[src/rtl/trng_pkg.sv]
package trng_pkg;

    localparam int ADDR_W     = 12;
    localparam int WORD_W     = 32;
    localparam int NUM_WORDS  = 8;
    localparam int BUF_BITS   = WORD_W * NUM_WORDS;
    localparam int IDX_W      = $clog2(BUF_BITS);
    localparam int WSEL_W     = $clog2(NUM_WORDS);
    localparam int BSEL_W     = $clog2(WORD_W);
    localparam int CHUNK_BITS = 64;

    localparam logic [ADDR_W-1:0] CTRL_OFF   = 12'h400;
    localparam logic [ADDR_W-1:0] PERIOD_OFF = 12'h404;
    localparam logic [ADDR_W-1:0] DATA_OFF   = 12'h410;
    localparam logic [ADDR_W-1:0] WIN_BYTES  = ADDR_W'(NUM_WORDS * 4);

    typedef struct packed {
        logic [9:0] spare;
        logic [1:0] len_sel;
        logic [1:0] speed;
        logic       enable;
        logic       start;
    } ctrl_t;

    typedef logic [NUM_WORDS-1:0][WORD_W-1:0] buf_t;

    // Merge a masked write into the current control value.
    function automatic ctrl_t apply_mask(ctrl_t cur, logic [31:0] w);
        logic [15:0] m;
        logic [15:0] c;
        m = w[31:16];
        c = cur;
        return ctrl_t'((c & ~m) | (w[15:0] & m));
    endfunction

    // Number of bits to collect for a length code.
    function automatic logic [IDX_W:0] fill_bits(logic [1:0] sel);
        return (IDX_W+1)'((int'(sel) + 1) * CHUNK_BITS);
    endfunction

endpackage

[src/rtl/trng_ctrl_reg.sv]
module trng_ctrl_reg
    import trng_pkg::*;
(
    input  logic        clk,
    input  logic        rst,
    input  logic        wr_en,
    input  logic [31:0] wr_data,
    input  logic        fill_done,
    output ctrl_t       ctrl_q
);

    ctrl_t nxt;

    always_comb begin
        nxt = ctrl_q;
        if (wr_en) begin
            nxt = apply_mask(ctrl_q, wr_data);
        end
        if (fill_done) begin
            nxt.start = 1'b0;
        end
        if (!nxt.enable) begin
            nxt.start = 1'b0;
        end
    end

    always_ff @(posedge clk) begin
        if (rst) begin
            ctrl_q <= '0;
        end else begin
            ctrl_q <= nxt;
        end
    end

endmodule

[src/rtl/trng_sampler.sv]
module trng_sampler #(
    parameter int PERIOD_W = 16
) (
    input  logic                clk,
    input  logic                rst,
    input  logic                run,
    input  logic [PERIOD_W-1:0] period,
    output logic                tick
);

    logic [PERIOD_W-1:0] cnt;
    logic [PERIOD_W-1:0] last;

    always_comb begin
        last = (period == '0) ? '0 : period - 1'b1;
        tick = run && (cnt >= last);
    end

    always_ff @(posedge clk) begin
        if (rst || !run) begin
            cnt <= '0;
        end else if (tick) begin
            cnt <= '0;
        end else begin
            cnt <= cnt + 1'b1;
        end
    end

endmodule

[src/rtl/trng_shift_buf.sv]
module trng_shift_buf
    import trng_pkg::*;
(
    input  logic             clk,
    input  logic             rst,
    input  logic             run,
    input  logic             tick,
    input  logic             bit_in,
    input  logic [1:0]       len_sel,
    output logic             done,
    output buf_t             words,
    output logic [IDX_W-1:0] fill_idx
);

    logic [IDX_W:0] target;

    always_comb begin
        target = fill_bits(len_sel);
        done   = tick && ({1'b0, fill_idx} == (target - 1'b1));
    end

    always_ff @(posedge clk) begin
        if (rst || !run) begin
            fill_idx <= '0;
        end else if (tick) begin
            fill_idx <= fill_idx + 1'b1;
        end
    end

    for (genvar w = 0; w < NUM_WORDS; w++) begin : g_word
        logic [WORD_W-1:0] word_q;
        logic              hit;

        always_comb begin
            hit = tick && (fill_idx[IDX_W-1:BSEL_W] == WSEL_W'(w));
        end

        always_ff @(posedge clk) begin
            if (rst) begin
                word_q <= '0;
            end else if (hit) begin
                word_q[fill_idx[BSEL_W-1:0]] <= bit_in;
            end
        end

        assign words[w] = word_q;
    end

endmodule

[src/rtl/trng_collector.sv]
module trng_collector
    import trng_pkg::*;
#(
    parameter int PERIOD_W   = 16,
    parameter int PERIOD_RST = 1000
) (
    input  logic              clk,
    input  logic              rst,
    input  logic [ADDR_W-1:0] bus_addr,
    input  logic              bus_we,
    input  logic [31:0]       bus_wdata,
    output logic [31:0]       bus_rdata,
    input  logic              entropy_bit,
    output logic [1:0]        osc_speed
);

    logic                ctrl_wr;
    logic                period_wr;
    ctrl_t               ctrl_q;
    logic [PERIOD_W-1:0] period_q;
    logic                cap_tick;
    logic                fill_done;
    buf_t                buf_words;
    logic [IDX_W-1:0]    fill_idx;
    logic [ADDR_W-1:0]   win_off;
    logic                in_win;

    always_comb begin
        ctrl_wr   = bus_we && (bus_addr == CTRL_OFF);
        period_wr = bus_we && (bus_addr == PERIOD_OFF);
        osc_speed = ctrl_q.speed;
    end

    always_ff @(posedge clk) begin
        if (rst) begin
            period_q <= PERIOD_W'(PERIOD_RST);
        end else if (period_wr) begin
            period_q <= bus_wdata[PERIOD_W-1:0];
        end
    end

    trng_ctrl_reg u_ctrl (
        .clk       (clk),
        .rst       (rst),
        .wr_en     (ctrl_wr),
        .wr_data   (bus_wdata),
        .fill_done (fill_done),
        .ctrl_q    (ctrl_q)
    );

    trng_sampler #(.PERIOD_W(PERIOD_W)) u_sampler (
        .clk    (clk),
        .rst    (rst),
        .run    (ctrl_q.start),
        .period (period_q),
        .tick   (cap_tick)
    );

    trng_shift_buf u_buf (
        .clk      (clk),
        .rst      (rst),
        .run      (ctrl_q.start),
        .tick     (cap_tick),
        .bit_in   (entropy_bit),
        .len_sel  (ctrl_q.len_sel),
        .done     (fill_done),
        .words    (buf_words),
        .fill_idx (fill_idx)
    );

    always_comb begin
        win_off   = bus_addr - DATA_OFF;
        in_win    = (bus_addr >= DATA_OFF) && (win_off < WIN_BYTES);
        bus_rdata = '0;
        if (bus_addr == CTRL_OFF) begin
            bus_rdata = {16'b0, ctrl_q};
        end else if (bus_addr == PERIOD_OFF) begin
            bus_rdata = 32'(period_q);
        end else if (in_win) begin
            bus_rdata = buf_words[win_off[BSEL_W-1:2]];
        end
    end

endmodule

[config.mk]
export PLATFORM = sky130hd
export DESIGN_NAME = trng_collector
export DESIGN_NICKNAME = d
export VERILOG_FILES = /design/src/rtl/trng_pkg.sv /design/src/rtl/trng_ctrl_reg.sv /design/src/rtl/trng_sampler.sv /design/src/rtl/trng_shift_buf.sv /design/src/rtl/trng_collector.sv
export SDC_FILE = /design/constraint.sdc
export NUM_CORES = 1
export LEC_CHECK = 0
export ABC_CLOCK_PERIOD_IN_PS = 5100
export BUFFER_PORTS_ARGS = -buffer_cell sky130_fd_sc_hd__buf_2
export CAP_MARGIN = 0
export CELL_PAD_IN_SITES_DETAIL_PLACEMENT = 1
export CELL_PAD_IN_SITES_GLOBAL_PLACEMENT = 1
export CORE_MARGIN = 1
export CORE_UTILIZATION = 49
export DETAILED_ROUTE_END_ITERATION = 10
export PLACE_DENSITY_LB_ADDON = 0.1
export RECOVER_POWER = 50
export SLEW_MARGIN = 10
export SYNTH_ARGS = -nofsm -noshare
export SYNTH_HDL_FRONTEND = slang
export SYNTH_SLANG_ARGS = --single-unit
[constraint.sdc]
create_clock -name clk -period 5.1 [get_ports clk]
set_clock_uncertainty 0.2 [all_clocks]
set_input_delay 0.255 -clock clk [delete_from_list [all_inputs] [get_ports clk]]
set_output_delay 0.255 -clock clk [all_outputs]
set_load 0.05 [all_outputs]
==> impl_metrics.ini, run 1 <==
[run_status]
status = finished with violations
failing_checks = max-capacitance violations, max-slew violations

[worst_setup_path]
critical_path.max_stage_delay_ns = 0.62
timing.critical_path.from_type = flip-flop
critPathCaptureType = flip-flop
timing.critical_path.arrival_ns = 5.03
crit-reg2reg-launch = period_q[8]
crit_slowest_cell = sky130_fd_sc_hd__or4_1
timing.critical_path.buf_inv = 1
crit_family = simple AND/OR/NAND/NOR gates
worstPathRequired_ns = 5.38
cp.depth = 11
critical_path.cell_chain = or4_1 > nor4_1 > nand4_1 > nand2_1 > ha_1 > nand4_2 > a211o_1 > o32a_4 > clkbuf_4 > a2111oi_1 > mux2i_1
worstRegToRegCells = 11
critical_path.max_fanout = 23
critical_path_class = reg -> reg
cp-endpoint = u_buf.g_word[1].word_q[4]
worst-r2r-setup-slack_ns = 0.35
crit_start = period_q[8]
reg2reg_to = u_buf.g_word[1].word_q[4]

[clock_network]
numClockSinks = 312
cts_post_setup_buffers_inserted = 0
clk_pin_slew_ns = 0.06
h-tree-depth = 2
cts_root_buffer = sky130_fd_sc_hd__clkbuf_16
clk_latency_ns = 0.56
tritoncts = built
clock_tree_buffer_depth = 3
cts_buffers = 38

[drt]
drt_first_pass_iters = 5
finalWirelength_mm = 60.09
post-route-drc-count = 0
drtAntennaViolNets = 0
num_vias = 15821
routed_via_density = 6.468
detail_route.iter0.violations = 990
final_routed_wire_length_divided_by_cell_count_um = 24.57

[job]
timing.max_cap.violations = 2

[timing]
final_hold_viol_count = 0
grt_setup_unrepaired = no
timing.fmax_mhz = 210.4
slew_headroom = -0.6945
finalCriticalPeriod_ns = 4.752
timing_max_transition_violations_final = 36
post-route-period-util = 0.9318
tns_ns = 0
hold_ws_ns = 0.04263
finalSetupViolCount = 0
worst_slew_pin_slew_ns = 2.518

[global_route]
antenna_found_initial = 0
grt_first_pass_wirelength_mm = 96.34
via_count_of_the_first_global_routing_pass = 16946
grt_start_max_net_pins = 127
globalRouteOverflowTotal = 0
track_usage = 0.3143

[logic_synthesis]
synth_flop_cell = sky130_fd_sc_hd__dfxtp_1
synth_xor_area_frac = 0.01521
synth_top_family_by_area = multiplexers
yosys.area_share.adder = 0.01629
synth_compound_gate_area_share = 0.1920
post_synth_and_or_nand_nor_area_fraction = 0.1747
netlist_area_mm2 = 0.01843
synth.yosys.seq_area_share = 0.3389
synth.mux.area_fraction = 0.2075
asyncSetResetFlopFracSynth = 0
synth_edf_count = 0
synth_area_leaders = sky130_fd_sc_hd__dfxtp_1, sky130_fd_sc_hd__mux2i_1, sky130_fd_sc_hd__nand2b_1
syn-mean-instance-area_um2 = 9.356
synth_nets = 2042
ys_ff_latch = 312
yosysTopAreaCellShare = 0.3389
synth_largest_area_cell = sky130_fd_sc_hd__dfxtp_1
ys.warnings.count = 0
yosysUniqueCellTypes = 53
netlist_instances = 1970

[power]
irDropWorstVdd_mv = 0.1875
power-per-cell-area_mw_per_mm2 = 264.2
power.leakage_uw = 0.007689

[cells_and_area]
final_nets = 2021
drive_gt1_frac = 0.1325
flow.area_growth_from_synthesis_pct = 11.03
antennaDiodeCount = 0

[die]
start_util = 0.5011
floorplan.die.height_um = 195.9
die_width_um = 195.9
die-area_mm2 = 0.03839
io-pin-count = 82
fp.coreArea_mm2 = 0.03679
placement_rows = 70

[min_path]
holdCritPathClass = in -> reg

[place]
total_half_perimeter_wirelength_after_legalization_and_detailed_placement_mm = 34.95
buffer_ports.inserted = 81
place_congestion = 0.8231
worst register-to-register path, delay by kind of cell (launching register included):
| family | cells | cell delay [ns] |
|---|---|---|
| adders and majority gates | 1 | 0.24 |
| DFF | 1 | 0.38 |
| buffers and inverters | 1 | 0.37 |
| and+or+nand+nor | 5 | 1.83 |
| muxes | 1 | 0.29 |
| AOI/OAI and AO/OA | 3 | 1.36 |
cells in the final DEF (no fill, tap or decap), types with 14 or more instances in the layout:
cell type and count:
sky130_fd_sc_hd__a21oi_1 104, sky130_fd_sc_hd__a2bb2oi_1 16, sky130_fd_sc_hd__buf_2 45, sky130_fd_sc_hd__buf_4 33, sky130_fd_sc_hd__clkbuf_1 46, sky130_fd_sc_hd__clkbuf_16 41, sky130_fd_sc_hd__dfxtp_1 311, sky130_fd_sc_hd__dlygate4sd3_1 35
sky130_fd_sc_hd__ha_1 24, sky130_fd_sc_hd__mux2i_1 237, sky130_fd_sc_hd__mux4_2 64, sky130_fd_sc_hd__nand2_1 159, sky130_fd_sc_hd__nand2b_1 273, sky130_fd_sc_hd__nand3_1 28, sky130_fd_sc_hd__nor2_1 85, sky130_fd_sc_hd__nor3_1 14
sky130_fd_sc_hd__o2111ai_1 162, sky130_fd_sc_hd__o211ai_1 66, sky130_fd_sc_hd__o21ai_0 60, sky130_fd_sc_hd__xor2_1 21
power breakdown:
| group | total (uW) | leakage (uW) | switching (uW) | internal (uW) |
|---|---|---|---|---|
| clock | 2740 | 0.000621 | 1120 | 1630 |
| combinational | 225 | 0.00456 | 132 | 93.5 |
| sequential | 2440 | 0.00251 | 0.0314 | 2440 |
metrics by stage:
stage | std cells | power (uW) | utilization | setup WS, ns | instance area, um2
floorplan | 1970 | 2629 | - | 1.117 | 18430
global placement | 2342 | 2700 | 0.5180 | 0.6030 | 19050
detailed placement | 2342 | 2698 | 0.5180 | 0.4655 | 19050
CTS | 2446 | 5435 | 0.5615 | 0.3784 | 20650
global route | 2446 | 5552 | 0.5563 | 0.01706 | 20460
finish | 2446 | 5407 | 0.5563 | 0.3477 | 20460
synthesized netlist by cell type, types with 28 or more instances:
cell	count
sky130_fd_sc_hd__o211ai_1	66
sky130_fd_sc_hd__mux4_2	64
sky130_fd_sc_hd__mux2i_1	237
sky130_fd_sc_hd__nand3_1	28
sky130_fd_sc_hd__buf_2	57
sky130_fd_sc_hd__a21oi_1	104
sky130_fd_sc_hd__clkbuf_1	137
sky130_fd_sc_hd__nor2_1	91
sky130_fd_sc_hd__o21ai_0	59
sky130_fd_sc_hd__nand2_1	159
sky130_fd_sc_hd__dfxtp_1	312
sky130_fd_sc_hd__o2111ai_1	154
sky130_fd_sc_hd__nand2b_1	274
per-layer routing:
layer,global-route usage,routed length (um)
met5,0,0
met3,0.04642,2562
met4,0.08131,1143
met1,0.4024,26560
met2,0.5519,29830
flip-flops by register name, indices dropped and copies added, names as in the netlist, named ones only:
signal / count
period_q: 16
u_buf.g_word.word_q: 256
u_ctrl.ctrl_q: 1
u_buf.fill_idx: 8
u_sampler.cnt: 16
timing repair:
| item | in CTS | in global routing |
|---|---|---|
| hold buffers | 35 | 0 |
| endpoints found under the hold margin | 32 | 0 |
| resized for setup | 0 | 0 |
cell families (layout without fill, tap and decap cells):
kind of cell,Yosys count,in the layout
buffers and inverters,237,245
AOI/OAI and AO/OA,451,451
adders and majority gates,24,24
xor gates and xnor gates,32,32
and+or+nand+nor,612,612
DFF,312,312
muxes,302,302
worst min-delay path by stage:
| stage | from | to | slack, ns | depth (start not counted) |
|---|---|---|---|---|
| global placement | u_buf.g_word[2].word_q[17] | u_buf.g_word[2].word_q[17] | 0.26 | 2 |
| floorplan | bus_wdata[3] | period_q[3] | 0.18 | 2 |
| CTS | bus_we | flip-flop | 0.003 | 4 |
| global route | bus_we | flip-flop | 0.05 | 4 |
| detailed placement | u_buf.g_word[1].word_q[8] | u_buf.g_word[1].word_q[8] | 0.26 | 2 |
| finish | bus_we | flip-flop | 0.04 | 4 |
area by class of cell:
cell class	instances	area, um2
Fill cell	4131	16320
Multi-Input combinational cell	1421	11120
Sequential cell	312	6250
Clock buffer	63	1219
Timing Repair Buffer	164	1215
Tap cell	468	585.6
Inverter	12	45.04
Clock inverter	6	30.03
(Power assumes the default switching activity.)
==> run 2: changes to the inputs <==
SYNTH_HIERARCHICAL = 1   (was default)
==> impl_metrics.ini, run 2 <==
[run_status]
status = finished with violations
failing_checks = max-capacitance violations, max-slew violations

[die]
die-area_mm2 = 0.03548
io-pin-count = 82
floorplan.die.height_um = 188.4
start_util = 0.5025
fp.coreArea_mm2 = 0.03387
die_width_um = 188.4
placement_rows = 67

[clock_network]
clk_latency_ns = 0.51
cts_post_setup_buffers_inserted = 0
cts_root_buffer = sky130_fd_sc_hd__clkbuf_16
clk_pin_slew_ns = 0.06
numClockSinks = 312
clock_tree_buffer_depth = 3
cts_buffers = 36
h-tree-depth = 2
tritoncts = built

[drt]
detail_route.iter0.violations = 668
post-route-drc-count = 0
drt_first_pass_iters = 5
finalWirelength_mm = 48.84
num_vias = 13149
routed_via_density = 5.717
final_routed_wire_length_divided_by_cell_count_um = 21.23
drtAntennaViolNets = 0

[cells_and_area]
flow.area_growth_from_synthesis_pct = 11.78
antennaDiodeCount = 0
reg_top3 = u_buf/g_word.word_q (256), period_q (16), u_sampler/cnt (16)
most_common_cell_after_layout_fill_and_taps_aside = sky130_fd_sc_hd__nand2_1
largest_reg_flops = 256
max_flop_register = u_buf/g_word.word_q
drive_gt1_frac = 0.1199
final_nets = 1899
most-common-layout-cells = sky130_fd_sc_hd__nand2_1, sky130_fd_sc_hd__dfxtp_1, sky130_fd_sc_hd__nand2b_1, sky130_fd_sc_hd__mux2i_1, sky130_fd_sc_hd__nand3_1

[worst_setup_path]
crit_start = bus_addr[2]
crit-reg2reg-launch = period_q[11]
timing.critical_path.from_type = input pin
critical_path_class = in -> reg
worst-r2r-setup-slack_ns = 0.42
critPathCaptureType = flip-flop
critical_path.max_fanout = 47
worstPathRequired_ns = 5.28
timing.critical_path.arrival_ns = 4.87

[logic_synthesis]
netlist_instances = 1802
netlist_area_mm2 = 0.01702
asyncSetResetFlopFracSynth = 0
post_synth_most_frequent_cells = sky130_fd_sc_hd__nand2_1, sky130_fd_sc_hd__dfxtp_1, sky130_fd_sc_hd__nand2b_1
yosysUniqueCellTypes = 57
syn-mean-instance-area_um2 = 9.445
ys_ff_latch = 312
synth_edf_count = 0
synth_flop_cell = sky130_fd_sc_hd__dfxtp_1
synth.yosys.seq_area_share = 0.3670
synth_area_leaders = sky130_fd_sc_hd__dfxtp_1, sky130_fd_sc_hd__mux2i_1, sky130_fd_sc_hd__nand2b_1
synth_largest_area_cell = sky130_fd_sc_hd__dfxtp_1
synth_nets = 1874
yosysTopAreaCellShare = 0.3670
ys.warnings.count = 6
post-synth-top-count-cell = sky130_fd_sc_hd__nand2_1

[power]
power.leakage_uw = 0.008325
power-per-cell-area_mw_per_mm2 = 275.6
irDropWorstVdd_mv = 0.1944

[timing]
tns_ns = 0
grt_setup_unrepaired = no
finalCriticalPeriod_ns = 4.689
worst_slew_pin_slew_ns = 1.878
final_hold_viol_count = 0
slew_headroom = -0.2521
post-route-period-util = 0.9193
timing_max_transition_violations_final = 82
finalSetupViolCount = 0
timing.fmax_mhz = 213.3
hold_ws_ns = 0.2127

[global_route]
globalRouteOverflowTotal = 0
grt_first_pass_wirelength_mm = 77.63
grt_start_max_net_pins = 123
via_count_of_the_first_global_routing_pass = 14031
antenna_found_initial = 0
track_usage = 0.2744

[min_path]
worstHoldStart = rst
holdCritPathClass = in -> reg

[place]
total_half_perimeter_wirelength_after_legalization_and_detailed_placement_mm = 28.30
buffer_ports.inserted = 81
place_congestion = 0.8159

[job]
timing.max_cap.violations = 2
run 2: cell count changes after synthesis, sizes merged, moves of 20 or more:
cell,delta
o2111ai,-174
a2111oi,-20
nand3,+23
a21oi,-54
clkbuf,-62
mux2i,+21
o21ai,-45
nand2,+204
o211ai,-66
nor2,-42
run 2: timing repair:
item,4_1_cts,5_1_grt
setup endpoints to repair,0,12
resized for setup,0,1
endpoints found under the hold margin,32,0
hold buffers,47,0
run 2: area by class of cell:
class	instances	area (um2)
multi-input combinational	1305	9871
tap	448	560.5
clock buffer	56	1077
inverter	11	41.29
fill	3801	14840
timing repair buffer	161	1136
clock inverter	7	92.59
sequential	312	6246
run 2: power by group:
group / switching (uW) / total, uW / internal, uW
sequential: 0.0330 / 2440 / 2440
combinational: 131 / 222 / 90.9
clock: 1030 / 2590 / 1550
total: 1160 / 5240 / 4080
run 2: metrics by stage:
stage | area, um2 | total power, uW | utilization | worst slack (ns) | cells
after floorplan | 17020 | 2633 | - | 1.030 | 1802
after global placement | 17450 | 2698 | 0.5151 | 0.5222 | 2190
after detailed placement | 17450 | 2698 | 0.5153 | 0.4605 | 2190
after CTS | 19090 | 5300 | 0.5638 | 0.3894 | 2300
after global routing | 19020 | 5414 | 0.5617 | 0.08706 | 2300
final | 19020 | 5244 | 0.5617 | 0.4114 | 2300
run 2: kinds of logic (layout without fill, tap and decap cells):
family	Yosys count	after routing	share of synthesized area
simple gates	814	814	0.2558
mux	339	339	0.2543
flops	312	312	0.3670
buf+inv	185	235	0.05447
compound gates	93	93	0.03235
xor+xnor	35	35	0.01845
fa+ha+maj	24	24	0.01764
run 2: worst max-delay path: stages:
cell,delay [ns]
sky130_fd_sc_hd__clkbuf_2,1.30
sky130_fd_sc_hd__nand4b_1,0.23
sky130_fd_sc_hd__clkbuf_1,1.11
sky130_fd_sc_hd__nor2_4,0.39
sky130_fd_sc_hd__nand3_1,0.22
sky130_fd_sc_hd__dlygate4sd3_1,0.59
sky130_fd_sc_hd__a21oi_1,0.07
sky130_fd_sc_hd__dlygate4sd3_1,0.63
run 2: routing by layer:
metal,vias to the layer above,global-route usage,share of wire
li1,6186,-,-
met1,6625,0.3587,0.46
met2,275,0.4774,0.48
met3,63,0.03334,0.037
met4,0,0.07320,0.019
met5,-,0,0
run 2: worst paths after layout:
| path | to | cells after the start |
|---|---|---|
| worst max-delay path | flip-flop | 8 |
| worst min-delay path | u_buf/g_word[7].word_q[6] | 3 |
| worst max register to register | u_buf/g_word[2].word_q[14] | 16 |
| worst min register to register | u_buf/g_word[5].word_q[9] | 2 |
==> run 3: changes to the inputs <==
==> constraint.sdc (replaced) <==
create_clock -name clk -period 5.1 [get_ports clk]
set_clock_uncertainty 0.2 [all_clocks]
set_input_delay 0.765 -clock clk [delete_from_list [all_inputs] [get_ports clk]]
set_output_delay 0.765 -clock clk [all_outputs]
set_load 0.05 [all_outputs]
==> impl_metrics.ini, run 3 (same netlist as run 2, synthesis figures left out) <==
[min_path]
hold_depth = 2
holdCritPathClass = reg -> reg

[clock_network]
cts_buffers = 37
cts_root_buffer = sky130_fd_sc_hd__clkbuf_16
clk_pin_slew_ns = 0.05
clock_tree_buffer_depth = 3
h-tree-depth = 2
cts_post_setup_buffers_inserted = 0
tritoncts = built
clk_latency_ns = 0.52
ctsHoldBuffers = 0
numClockSinks = 312
postCtsResizedCells = 0

[worst_setup_path]
crit_slowest_cell = sky130_fd_sc_hd__nand2_1
timing.critical_path.arrival_ns = 3.73
worst-r2r-setup-slack_ns = 0.48
critical_path_class = in -> out
worstPathRequired_ns = 4.14
reg2reg_to = u_buf/g_word[1].word_q[23]
timing.critical_path.buf_inv = 3
critical_path.cell_chain = buf_2 > clkinv_1 > ha_1 > nor3_1 > xnor2_2 > nand2_1 > a21oi_1 > clkbuf_1
critPathCaptureType = output port
crit_family = simple AND/OR/NAND/NOR gates
critical_path.max_fanout = 17
crit-reg2reg-launch = period_q[11]
critical_path.max_stage_delay_ns = 0.80
timing.critical_path.from_type = input pin
worstRegToRegCells = 16

[die]
start_util = 0.5025
die-area_mm2 = 0.03548
fp.coreArea_mm2 = 0.03387
placement_rows = 67
io-pin-count = 82
die_width_um = 188.4
floorplan.die.height_um = 188.4

[cells_and_area]
reg_top3 = u_buf/g_word.word_q (256), period_q (16), u_sampler/cnt (16)
fin_util = 0.5485
largest_reg_flops = 256
final.fill_count = 3839
register_area_mm2 = 0.006246
final_nets = 1854
max_flop_register = u_buf/g_word.word_q
drive_gt1_frac = 0.1249
flow.area_growth_from_synthesis_pct = 9.145
most_common_cell_after_layout_fill_and_taps_aside = sky130_fd_sc_hd__nand2_1
antennaDiodeCount = 0
multiInputGateArea_mm2 = 0.009864
most-common-layout-cells = sky130_fd_sc_hd__nand2_1, sky130_fd_sc_hd__dfxtp_1, sky130_fd_sc_hd__nand2b_1, sky130_fd_sc_hd__mux2i_1, sky130_fd_sc_hd__nand3_1

[drt]
routed_via_density = 5.703
num_vias = 12872
finalWirelength_mm = 46.33
drt_first_pass_iters = 5
final_routed_wire_length_divided_by_cell_count_um = 20.53
detail_route.iter0.violations = 768
drtAntennaViolNets = 0
post-route-drc-count = 0

[global_route]
grt_start_max_net_pins = 177
track_usage = 0.2647
grt_first_pass_wirelength_mm = 75.93
via_count_of_the_first_global_routing_pass = 13816
antenna_found_initial = 2
globalRouteOverflowTotal = 0

[timing]
timing_max_transition_violations_final = 0
finalSetupViolCount = 0
post-route-period-util = 0.9213
worst_slew_pin_slew_ns = 1.111
slew_headroom = 0.2594
timing.fmax_mhz = 212.8
final_hold_viol_count = 0
tns_ns = 0
finalCriticalPeriod_ns = 4.699
grt_setup_unrepaired = no

[place]
buffer_ports.inserted = 81
total_half_perimeter_wirelength_after_legalization_and_detailed_placement_mm = 27.98
place_congestion = 0.8516

[job]
timing.max_cap.violations = 0

[run_status]
status = finished, final reports clean

[power]
irDropWorstVdd_mv = 0.2254
design_power_total_uw = 5285
power.leakage_uw = 0.008163
power-per-cell-area_mw_per_mm2 = 284.5
-- run 3: changes by cell type in the layout (fill, tap and decap cells not counted), sizes merged --
cell,previous run,this run
clkinv,4,9
inv,12,11
buf,75,73
clkbuf,95,96
dlygate4sd3,47,0
clkinvlp,0,1
-- run 3: worst max-delay path by stage --
stage	slack, ns	end	startpoint	cells after the start
3_3_place_gp	0.60	u_buf/g_word[3].word_q[7]	period_q[6]	16
2_1_floorplan	0.75	bus_rdata[10]	bus_addr[4]	10
4_1_cts	0.41	u_buf/g_word[1].word_q[23]	period_q[6]	16
6_report	0.40	bus_rdata[25]	bus_addr[4]	8
5_1_grt	0.04	u_buf/g_word[1].word_q[14]	period_q[11]	16
3_5_place_dp	0.47	u_buf/g_word[2].word_q[5]	period_q[6]	16
-- run 3: stage by stage --
stage / setup WS, ns / std cells / area (um2) / hold slack (ns)
4_1_cts: 0.4097 / 2257 / 18660 / 0.2593
5_1_grt: 0.04338 / 2257 / 18580 / 0.2742
3_5_place_dp: 0.4716 / 2191 / 17450 / 0.2506
6_report: 0.4014 / 2257 / 18580 / 0.2581
3_3_place_gp: 0.5952 / 2191 / 17440 / 0.2444
2_1_floorplan: 0.7530 / 1802 / 17020 / 0.2307
-- run 3: power breakdown --
part           internal [uW]  leakage (uW)  switching [uW]
logic                   81.4       0.00505             124
registers               2440       0.00251          0.0319
clock network           1590      0.000599            1060
total                   4110       0.00816            1180
-- run 3: layout make-up --
class / count / share of cell area
Multi-Input combinational cell: 1305 / 0.5310
Sequential cell: 312 / 0.3362
Clock buffer: 54 / 0.05880
Timing Repair Buffer: 115 / 0.03529
Tap cell: 448 / 0.03017
Clock inverter: 12 / 0.006264
Inverter: 11 / 0.002223
-- run 3: tightest hold or removal path, cell delays in order, from the launching register on --
cell,delay (ns)
sky130_fd_sc_hd__dfxtp_1,0.30
sky130_fd_sc_hd__nand2_1,0.05
sky130_fd_sc_hd__a21oi_1,0.05
-- run 3: routing by layer --
layer  global-route usage  vias up  share of wire
li1                     -     6089              -
met1               0.3521     6523           0.47
met2               0.4577      201           0.48
met3              0.03110       59          0.033
met4              0.06172        0          0.016
met5                    0        -              0
